===== src/rtl/sram_lane_pkg.sv =====
package sram_lane_pkg;

  typedef enum logic [1:0] {
    MODE_WORD = 2'd0,
    MODE_HALF = 2'd1,
    MODE_BYTE = 2'd2
  } laneMode_e;

  typedef enum logic [2:0] {
    ST_IDLE,
    ST_SETUP,
    ST_STROBE,
    ST_HOLD,
    ST_TURN
  } ctrlState_e;

  // Control-to-datapath strobe bundle
  typedef struct packed {
    logic latchReq;  // capture host request fields
    logic selOn;     // lane selects active
    logic weOn;      // write strobes active
    logic oeOn;      // output enable active
    logic drvOn;     // controller drives the data bus
    logic capture;   // sample memory read data
  } strobe_t;

  function automatic int cdiv(input int num, input int den);
    return (num + den - 1) / den;
  endfunction

  function automatic int imax(input int a, input int b);
    return (a > b) ? a : b;
  endfunction

endpackage


===== src/rtl/sram_lane_fsm.sv =====
module sram_lane_fsm
  import sram_lane_pkg::*;
#(
  parameter int SETUP_CYC  = 1,
  parameter int STROBE_CYC = 2,
  parameter int HOLD_CYC   = 1,
  parameter int READ_CYC   = 2,
  parameter int TURN_CYC   = 1
) (
  input  logic    clk,
  input  logic    rstN,
  input  logic    reqValid,
  input  logic    reqWrite,
  output logic    reqReady,
  output strobe_t strb
);

  localparam int MAX_CYC = imax(imax(SETUP_CYC, STROBE_CYC),
                                imax(imax(HOLD_CYC, READ_CYC), TURN_CYC));
  localparam int CW = $clog2(MAX_CYC + 1);

  ctrlState_e      state;
  logic [CW-1:0]   cnt;
  logic            isWrite;
  logic            cntDone;

  assign cntDone = (cnt == '0);

  always_ff @(posedge clk) begin
    if (!rstN) begin
      state   <= ST_IDLE;
      cnt     <= '0;
      isWrite <= 1'b0;
    end else begin
      case (state)
        ST_IDLE: begin
          if (reqValid) begin
            isWrite <= reqWrite;
            if (reqWrite) begin
              state <= ST_SETUP;
              cnt   <= CW'(SETUP_CYC - 1);
            end else begin
              state <= ST_STROBE;
              cnt   <= CW'(READ_CYC - 1);
            end
          end
        end
        ST_SETUP: begin
          if (cntDone) begin
            state <= ST_STROBE;
            cnt   <= CW'(STROBE_CYC - 1);
          end else begin
            cnt <= cnt - 1'b1;
          end
        end
        ST_STROBE: begin
          if (cntDone) begin
            if (isWrite) begin
              state <= ST_HOLD;
              cnt   <= CW'(HOLD_CYC - 1);
            end else begin
              state <= ST_TURN;
              cnt   <= CW'(TURN_CYC - 1);
            end
          end else begin
            cnt <= cnt - 1'b1;
          end
        end
        ST_HOLD, ST_TURN: begin
          if (cntDone) state <= ST_IDLE;
          else         cnt   <= cnt - 1'b1;
        end
        default: state <= ST_IDLE;
      endcase
    end
  end

  logic busyWr;
  assign busyWr = (state == ST_SETUP) || (state == ST_STROBE && isWrite) || (state == ST_HOLD);

  always_comb begin
    reqReady      = (state == ST_IDLE);
    strb.latchReq = (state == ST_IDLE) && reqValid;
    strb.selOn    = busyWr || (state == ST_STROBE);
    strb.weOn     = (state == ST_STROBE) && isWrite;
    strb.oeOn     = (state == ST_STROBE) && !isWrite;
    strb.drvOn    = busyWr;
    strb.capture  = (state == ST_STROBE) && !isWrite && cntDone;
  end

endmodule


===== src/rtl/sram_lane_dp.sv =====
module sram_lane_dp
  import sram_lane_pkg::*;
#(
  parameter int LANE_AW = 18
) (
  input  logic                 clk,
  input  logic                 rstN,
  input  logic [1:0]           cfgMode,
  input  logic [LANE_AW+1:0]   reqAddr,
  input  logic [3:0]           reqByteEn,
  input  logic [31:0]          reqWdata,
  input  strobe_t              strb,
  output logic                 rspValid,
  output logic [31:0]          rspData,
  output logic [LANE_AW-1:0]   ramAddr,
  output logic [3:0]           ramCsN,
  output logic [3:0]           ramWeN,
  output logic                 ramOeN,
  output logic [31:0]          ramDout,
  output logic                 ramDoutEn,
  input  logic [31:0]          ramDin
);

  localparam int LANES  = 4;
  localparam int LANE_W = 8;
  localparam int HAW    = LANE_AW + 2;

  // Request decode
  logic [LANES-1:0]   selD, weD;
  logic [LANE_AW-1:0] addrD;
  logic [1:0]         bankD;
  logic [31:0]        dataD;

  always_comb begin
    case (laneMode_e'(cfgMode))
      MODE_WORD: begin
        bankD = 2'd0;
        selD  = 4'b1111;
        weD   = reqByteEn;
        addrD = reqAddr[HAW-1:2];
        dataD = reqWdata;
      end
      MODE_HALF: begin
        bankD = {1'b0, reqAddr[HAW-1]};
        selD  = bankD[0] ? 4'b1100 : 4'b0011;
        weD   = bankD[0] ? {reqByteEn[1:0], 2'b00} : {2'b00, reqByteEn[1:0]};
        addrD = reqAddr[HAW-2:1];
        dataD = {2{reqWdata[15:0]}};
      end
      default: begin
        bankD = reqAddr[HAW-1:HAW-2];
        selD  = 4'b0001 << bankD;
        weD   = reqByteEn[0] ? selD : 4'b0000;
        addrD = reqAddr[LANE_AW-1:0];
        dataD = {LANES{reqWdata[7:0]}};
      end
    endcase
  end

  // Latched request
  laneMode_e          modeQ;
  logic [1:0]         bankQ;
  logic [LANES-1:0]   selQ, weQ;
  logic [LANE_AW-1:0] addrQ;
  logic [31:0]        dataQ;

  always_ff @(posedge clk) begin
    if (!rstN) begin
      modeQ <= MODE_WORD;
      bankQ <= '0;
      selQ  <= '0;
      weQ   <= '0;
      addrQ <= '0;
      dataQ <= '0;
    end else if (strb.latchReq) begin
      modeQ <= (cfgMode == 2'd3) ? MODE_BYTE : laneMode_e'(cfgMode);
      bankQ <= bankD;
      selQ  <= selD;
      weQ   <= weD;
      addrQ <= addrD;
      dataQ <= dataD;
    end
  end

  // Per-lane pin drive
  for (genvar g = 0; g < LANES; g++) begin : g_lane
    assign ramCsN[g] = ~(strb.selOn & selQ[g]);
    assign ramWeN[g] = ~(strb.weOn  & weQ[g]);
  end

  assign ramOeN    = ~strb.oeOn;
  assign ramDoutEn = strb.drvOn;
  assign ramDout   = dataQ;
  assign ramAddr   = addrQ;

  // Read data alignment
  logic [31:0] rdAligned;
  always_comb begin
    case (modeQ)
      MODE_WORD: rdAligned = ramDin;
      MODE_HALF: rdAligned = bankQ[0] ? {16'h0, ramDin[31:16]} : {16'h0, ramDin[15:0]};
      default:   rdAligned = {24'h0, ramDin[bankQ*LANE_W +: LANE_W]};
    endcase
  end

  always_ff @(posedge clk) begin
    if (!rstN) begin
      rspValid <= 1'b0;
      rspData  <= '0;
    end else begin
      rspValid <= strb.capture;
      if (strb.capture) rspData <= rdAligned;
    end
  end

endmodule


===== src/rtl/sram_lane_ctrl.sv =====
module sram_lane_ctrl
  import sram_lane_pkg::*;
#(
  parameter int CLK_PERIOD_NS = 10,
  parameter int LANE_AW       = 18,
  parameter int T_WR_CYCLE    = 20,
  parameter int T_ADDR_SETUP  = 2,
  parameter int T_ADDR_TO_END = 11,
  parameter int T_DATA_SETUP  = 8,
  parameter int T_SEL_TO_END  = 12,
  parameter int T_DATA_HOLD   = 1,
  parameter int T_RD_CYCLE    = 20,
  parameter int T_ADDR_ACCESS = 20,
  parameter int T_OE_ACCESS   = 9,
  parameter int T_OE_HIZ      = 9
) (
  input  logic               clk,
  input  logic               rstN,
  input  logic [1:0]         cfgMode,
  input  logic               reqValid,
  output logic               reqReady,
  input  logic               reqWrite,
  input  logic [LANE_AW+1:0] reqAddr,
  input  logic [3:0]         reqByteEn,
  input  logic [31:0]        reqWdata,
  output logic               rspValid,
  output logic [31:0]        rspData,
  output logic [LANE_AW-1:0] ramAddr,
  output logic [3:0]         ramCsN,
  output logic [3:0]         ramWeN,
  output logic               ramOeN,
  output logic [31:0]        ramDout,
  output logic               ramDoutEn,
  input  logic [31:0]        ramDin
);

  localparam int SETUP_CYC  = imax(1, cdiv(T_ADDR_SETUP, CLK_PERIOD_NS));
  localparam int STROBE_CYC = imax(1, imax(cdiv(T_SEL_TO_END, CLK_PERIOD_NS),
                                   imax(cdiv(T_DATA_SETUP, CLK_PERIOD_NS),
                                        cdiv(T_ADDR_TO_END, CLK_PERIOD_NS))));
  localparam int HOLD_CYC   = imax(1, imax(cdiv(T_DATA_HOLD, CLK_PERIOD_NS),
                                   cdiv(T_WR_CYCLE, CLK_PERIOD_NS) - SETUP_CYC - STROBE_CYC));
  localparam int READ_CYC   = imax(1, imax(cdiv(T_RD_CYCLE, CLK_PERIOD_NS),
                                   imax(cdiv(T_ADDR_ACCESS, CLK_PERIOD_NS),
                                        cdiv(T_OE_ACCESS, CLK_PERIOD_NS))));
  localparam int TURN_CYC   = imax(1, cdiv(T_OE_HIZ, CLK_PERIOD_NS));

  strobe_t strb;

  sram_lane_fsm #(
    .SETUP_CYC (SETUP_CYC),
    .STROBE_CYC(STROBE_CYC),
    .HOLD_CYC  (HOLD_CYC),
    .READ_CYC  (READ_CYC),
    .TURN_CYC  (TURN_CYC)
  ) u_fsm (
    .clk     (clk),
    .rstN    (rstN),
    .reqValid(reqValid),
    .reqWrite(reqWrite),
    .reqReady(reqReady),
    .strb    (strb)
  );

  sram_lane_dp #(
    .LANE_AW(LANE_AW)
  ) u_dp (
    .clk      (clk),
    .rstN     (rstN),
    .cfgMode  (cfgMode),
    .reqAddr  (reqAddr),
    .reqByteEn(reqByteEn),
    .reqWdata (reqWdata),
    .strb     (strb),
    .rspValid (rspValid),
    .rspData  (rspData),
    .ramAddr  (ramAddr),
    .ramCsN   (ramCsN),
    .ramWeN   (ramWeN),
    .ramOeN   (ramOeN),
    .ramDout  (ramDout),
    .ramDoutEn(ramDoutEn),
    .ramDin   (ramDin)
  );

endmodule


===== config.mk =====
export PLATFORM = sky130hd
export DESIGN_NAME = sram_lane_ctrl
export DESIGN_NICKNAME = d
export VERILOG_FILES = /design/src/rtl/sram_lane_pkg.sv /design/src/rtl/sram_lane_fsm.sv /design/src/rtl/sram_lane_dp.sv /design/src/rtl/sram_lane_ctrl.sv
export SDC_FILE = /design/constraint.sdc
export NUM_CORES = 1
export LEC_CHECK = 0
export ABC_AREA = 1
export BUFFER_PORTS_ARGS = -buffer_cell sky130_fd_sc_hd__buf_2
export CORE_ASPECT_RATIO = 1.5
export CORE_UTILIZATION = 43
export CTS_CLUSTER_DIAMETER = 100
export DETAILED_ROUTE_END_ITERATION = 16
export GPL_TIMING_DRIVEN = 0
export PLACE_DENSITY_LB_ADDON = 0.3
export SLEW_MARGIN = 20
export SYNTH_ARGS = -nofsm -noshare
export SYNTH_HDL_FRONTEND = slang
export SYNTH_SLANG_ARGS = --single-unit

===== constraint.sdc =====
create_clock -name clk -period 2.4 [get_ports clk]
set_clock_uncertainty 0.2 [all_clocks]
set_input_delay 0.6 -clock clk [delete_from_list [all_inputs] [get_ports clk]]
set_output_delay 0.6 -clock clk [all_outputs]
set_load 0.05 [all_outputs]

# After elaboration in Yosys (flattened, before gate mapping)
# Cells that the tools add are included.
# W data, S select, Z words.
# totals
reg_bits,101
in_bits,94
out_inout_bits,94
elab_cells,84
# op_classes
addsub,1
eq_ne,12
n_shift,2
n_mux,24
n_bitwise,17
n_reduce_logical,17
# ops
cell,n
$pmux W32 S2,2
$pmux W18 S2,1
$shiftx A32 B6 Y8,1
$mux W16,1
$pmux W4 S2,2
$mux W3,5
$mux W2,6
$mux W4,3
$pmux W3 S4,1
$not A1 Y1,9
$and A1 B1 Y1,8
$pmux W2 S4,1
$eq A3 B2 Y1 const B,2
$logic_not A2 Y1,3
$ne A2 B1 Y1 const B,3
$eq A2 B1 Y1 const B,2
$logic_and A1 B1 Y1,4
$ne A2 B2 Y1 const B,2
$pmux W2 S2,1
$reduce_and A4 Y1,1
$reduce_bool A4 Y1,1
$shl A1 B2 Y4 const A,1
$eq A3 B1 Y1 const B,1
$eq A3 B3 Y1 const B,1
9 further kinds,11

# Longest topological paths before layout
# logic_depth
word_depth,7
mapped_depth,9
ltp_nobuf,8

# By module
# From an unflattened synthesis, not the netlist that was laid out.
# unflattened
cells_unflattened,765
hier_area_um2,5108.6
# modules_own_cells
mod,n_inst,cells_each,area_per_inst_um2,seq_area_each_um2
sram_lane_dp,1,688,4624.4,1901.8
sram_lane_fsm,1,77,484.2,120.1

# Worst setup path before layout
# No wires, ideal clock.
# synth_timing
kind,reg-to-output
from,register u_fsm.state[0]
to,output ramDoutEn
t_arrival_ns,1.630
t_required_ns,1.600
path_slack_ns,-0.030
stages_incl_launch_ff,3
path_buffers,0
cell_sequence,dfxtp_1 inv_1 o21ai_0
# synth_between
elab_chain_len,4
word_cells_on_any_way,6
classes_between,3 x eq/ne; 3 x reduce/logical
# synth_rtl
item,line,source
from (decl),sram_lane_fsm.sv:22,ctrlState_e state;
from (signal assigned),sram_lane_fsm.sv:31,state <= ST_IDLE;
from (signal assigned),sram_lane_fsm.sv:40,state <= ST_SETUP;
from (signal assigned),sram_lane_fsm.sv:43,state <= ST_STROBE;
$eq A3 B2 Y1,sram_lane_fsm.sv:79,assign busyWr = (state == ST_SETUP) || (state == ST_STROBE && isWrite) || (state == ST_HOLD);
$logic_and A1 B1 Y1,sram_lane_fsm.sv:79,
$logic_or A1 B1 Y1,sram_lane_fsm.sv:79,
$logic_or A1 B1 Y1 *,sram_lane_fsm.sv:79,
to (decl),sram_lane_ctrl.sv:33,"output logic ramDoutEn,"
# Every way passes the cells marked *; elsewhere a longest branch is shown, timed or not.

# Worst setup path after layout
# layout_timing
from,register u_fsm.state[0]
to,output ramWeN[0]
# layout_between
elab_chain_len,4
# layout_rtl
item,line,source
$eq A3 B2 Y1,sram_lane_fsm.sv:85,strb.weOn = (state == ST_STROBE) && isWrite;
$logic_and A1 B1 Y1,sram_lane_fsm.sv:85,
$and A1 B1 Y1,sram_lane_dp.sv:88,assign ramWeN[g] = ~(strb.weOn & weQ[g]);
$not A1 Y1,sram_lane_dp.sv:88,
to (decl),sram_lane_ctrl.sv:30,"output logic [3:0] ramWeN,"
# No other way between the ends.

==> results.yml <==
clock_network:
  postCtsSetupRepairBufs: 0
  clkLatencyLatePin_ns: 0.36
  clk_pin_slew_worst_paths_ns: 0.07
  hold_buffers: 0
  cts.htree.levels: 3
  cts_tree: "yes"
  root_buffer: "clkbuf_16"
  clk_path_buf_depth: 2
  cts_buffers: 9
  ctsResizeCount: 1
  cts.sinks: 101
placed_design:
  place_congestion: 0.910
  dp.final_hpwl_um: 12600
  dp.cells: 1062
  port_buffers: 184
route:
  antenna_left: 0
  vias_per_cell: 5.18
  wl_met2_um: 8270
  drt_wl_total_um: 16000
  via_count: 5586
  dr.first_iter.drc_count: 218
  wl_met3_um: 963
  dr.pass1.iters: 4
  drcViolationCount: 0
  routed.top_layer: "met4"
  wl_per_cell_um: 14.8
  met1_length_um: 6180
setup_path:
  crit_chain: "inv_1, nand4_1, inv_1, nand2_1, buf_2"
  critPathMaxStageDelay_ns: 0.36
  crit_top_cell: "inv_1"
  slowest_stage: "dfxtp_2"
  worst_ep_required_time_ns: 1.60
  startpoint_type: "flip-flop"
  cp_num_buf_inv: 3
  cp.arrival_ns: 1.45
  cp_top_family: "buffers and inverters"
  end_kind: "output port"
  crit_type: "reg2out"
  cp_max_fo: 5
die:
  rows: 47
  die_area_sq_mm: 0.0120
  initial_utilization_pct: 44.6
  die_h_um: 134
  io_pins: 188
  core_area_sq_mm: 0.0112
  die_x_um: 89.9
sta:
  setup-tns-final_ns: 0
  slew_headroom_pct: 58.5
  setup_viol: 0
  max_freq_mhz: 445
  worstMarginPinSlew_ns: 0.622
  finalHoldViolCount: 0
  slew_viol_final: 0
  grt_setup_unrepaired: "no"
  fin_crit_sh_pct: 93.6
  period_minus_slack_ns: 2.25
  hold_ws_ns: 0.275
synthesis:
  synth_area_sq_mm: 0.00498
  ys_ff_latch: 101
  yosys_warnings: 0
  synth_sequential_area_ratio_pct: 40.6
  syn_inst: 731
  avgSynthCellArea_sq_um: 6.81
  synthDistinctLibCells: 29
  synth_fp_nets: 828
grt:
  grtUsageTotal_pct: 26.7
  antenna_found_initial: 0
  grt_pass1_wl_um: 25600
  grt_max_degree: 17
  first_global_vias: 5290
  overflow: 0
run_status:
  outcome: "finished, final reports clean"
cells_and_area:
  drive_gt1_share_pct: 26.4
  insertedDiodeCount: 0
  area_growth_pct: 28.2
  fin_cells: 1078
  num-nets-final: 1023
power:
  pwr_density_cell_mw_per_mm2: 1140
  power.leakage_nw: 3.14
  ir_worst_vdd_mv: 0.598
job:
  maxCapViolCount: 0
hold_path:
  hold_path_class: "reg2reg"
==> tightest hold or removal path, delay by kind of cell (launching register included) <==
family	cells	cell delay [ns]
compound gates	1	0.05
flops	1	0.32
simple gates	1	0.06
==> sequential cells by signal (all words and copies together), names as in the netlist <==
signal,flops
u_dp.bankQ,2
u_fsm.cnt,2
u_dp.weQ,4
u_dp.ramAddr,18
u_dp.rspData,32
u_dp.ramDout,32
u_dp.modeQ,2
u_fsm.state,3
u_dp.selQ,4
u_fsm.isWrite,1
u_dp.rspValid,1
==> cell families after synthesis <==
logic type               share of synthesized area (%)
AND/OR/NAND/NOR                                   23.0
adder cells (fa/ha/maj)                          0.754
buffers and inverters                             9.30
flip-flops                                        40.6
AO/OA/AOI/OAI                                     26.4
==> synth_stat cells, drive strengths merged <==
cell type / number / area [sq um]
a22oi: 3 / 22.5
dfxtp: 101 / 2020
nand3: 43 / 220
nor3: 1 / 16.3
nand4: 4 / 25.0
nor2: 46 / 185
a21oi: 74 / 370
nand2: 183 / 697
clkbuf: 26 / 98.8
o211ai: 9 / 67.6
a21boi: 4 / 30.0
o22ai: 13 / 81.3
o21ai: 114 / 604
inv: 60 / 225
ha: 3 / 37.5
buf: 24 / 134
a31oi: 22 / 138
clkinv: 1 / 5.00
==> placed cells by master, fill, tap and decap left out, types with 2 or more instances in the layout <==
cell	instances
a22oi_1	3
dfxtp_1	99
a21oi_1	74
clkbuf_1	27
o211ai_1	9
o21ai_1	8
nor2_2	3
buf_1	4
nand2_1	181
clkinv_2	2
inv_2	7
dfxtp_2	2
ha_1	3
a31oi_1	22
o21ai_2	9
clkinv_4	3
nand3_1	42
o22ai_1	13
nor2_1	42
buf_6	3
o21ai_0	97
buf_2	201
clkbuf_16	9
inv_1	53
a21boi_0	4
nand4_1	4
==> per-stage QoR <==
step / utilization, % / total power [mW] / area [sq um] / setup slack [ns]
2_1_floorplan: - / 4.95 / 4980 / 0.350
3_3_place_gp: 54.5 / 5.82 / 6080 / 0.167
3_5_place_dp: 54.5 / 5.84 / 6080 / 0.173
4_1_cts: 57.1 / 7.32 / 6380 / 0.0386
5_1_grt: 57.1 / 7.73 / 6380 / 0.0512
6_report: 57.1 / 7.30 / 6380 / 0.153
==> routing by layer <==
layer  vias to the layer above  GRT usage (%)
met5                         -              0
met4                         0           13.2
met3                        32           5.33
met2                       195           50.3
met1                      2512           28.0
li1                       2847              -
==> final timing paths <==
| path | from | end | slack, ns | cells after the start |
|---|---|---|---|---|
| min | u_dp.weQ[0] | u_dp.weQ[0] | 0.27 | 2 |
| max | u_fsm.state[0] | ramWeN[0] | 0.15 | 5 |
| min reg2reg | u_dp.weQ[0] | u_dp.weQ[0] | 0.27 | 2 |
| max reg2reg | u_fsm.cnt[0] | u_dp.rspData[14] | 0.50 | 6 |
==> report_power, final <==
group          switching (mW)  internal, mW
Sequential              0.224          2.10
Combinational            2.65         0.853
Clock                   0.663         0.814
==> area by class of cell <==
class | instances | area [sq um]
clock buffer | 11 | 233
timing repair buffer | 184 | 921
sequential | 101 | 2020
inverter | 61 | 230
buffer | 50 | 233
clock inverter | 5 | 61.3
multi-input combinational | 519 | 2500
tap | 147 | 184
fill | 1168 | 4790
Power figures use the tool's default switching activity.
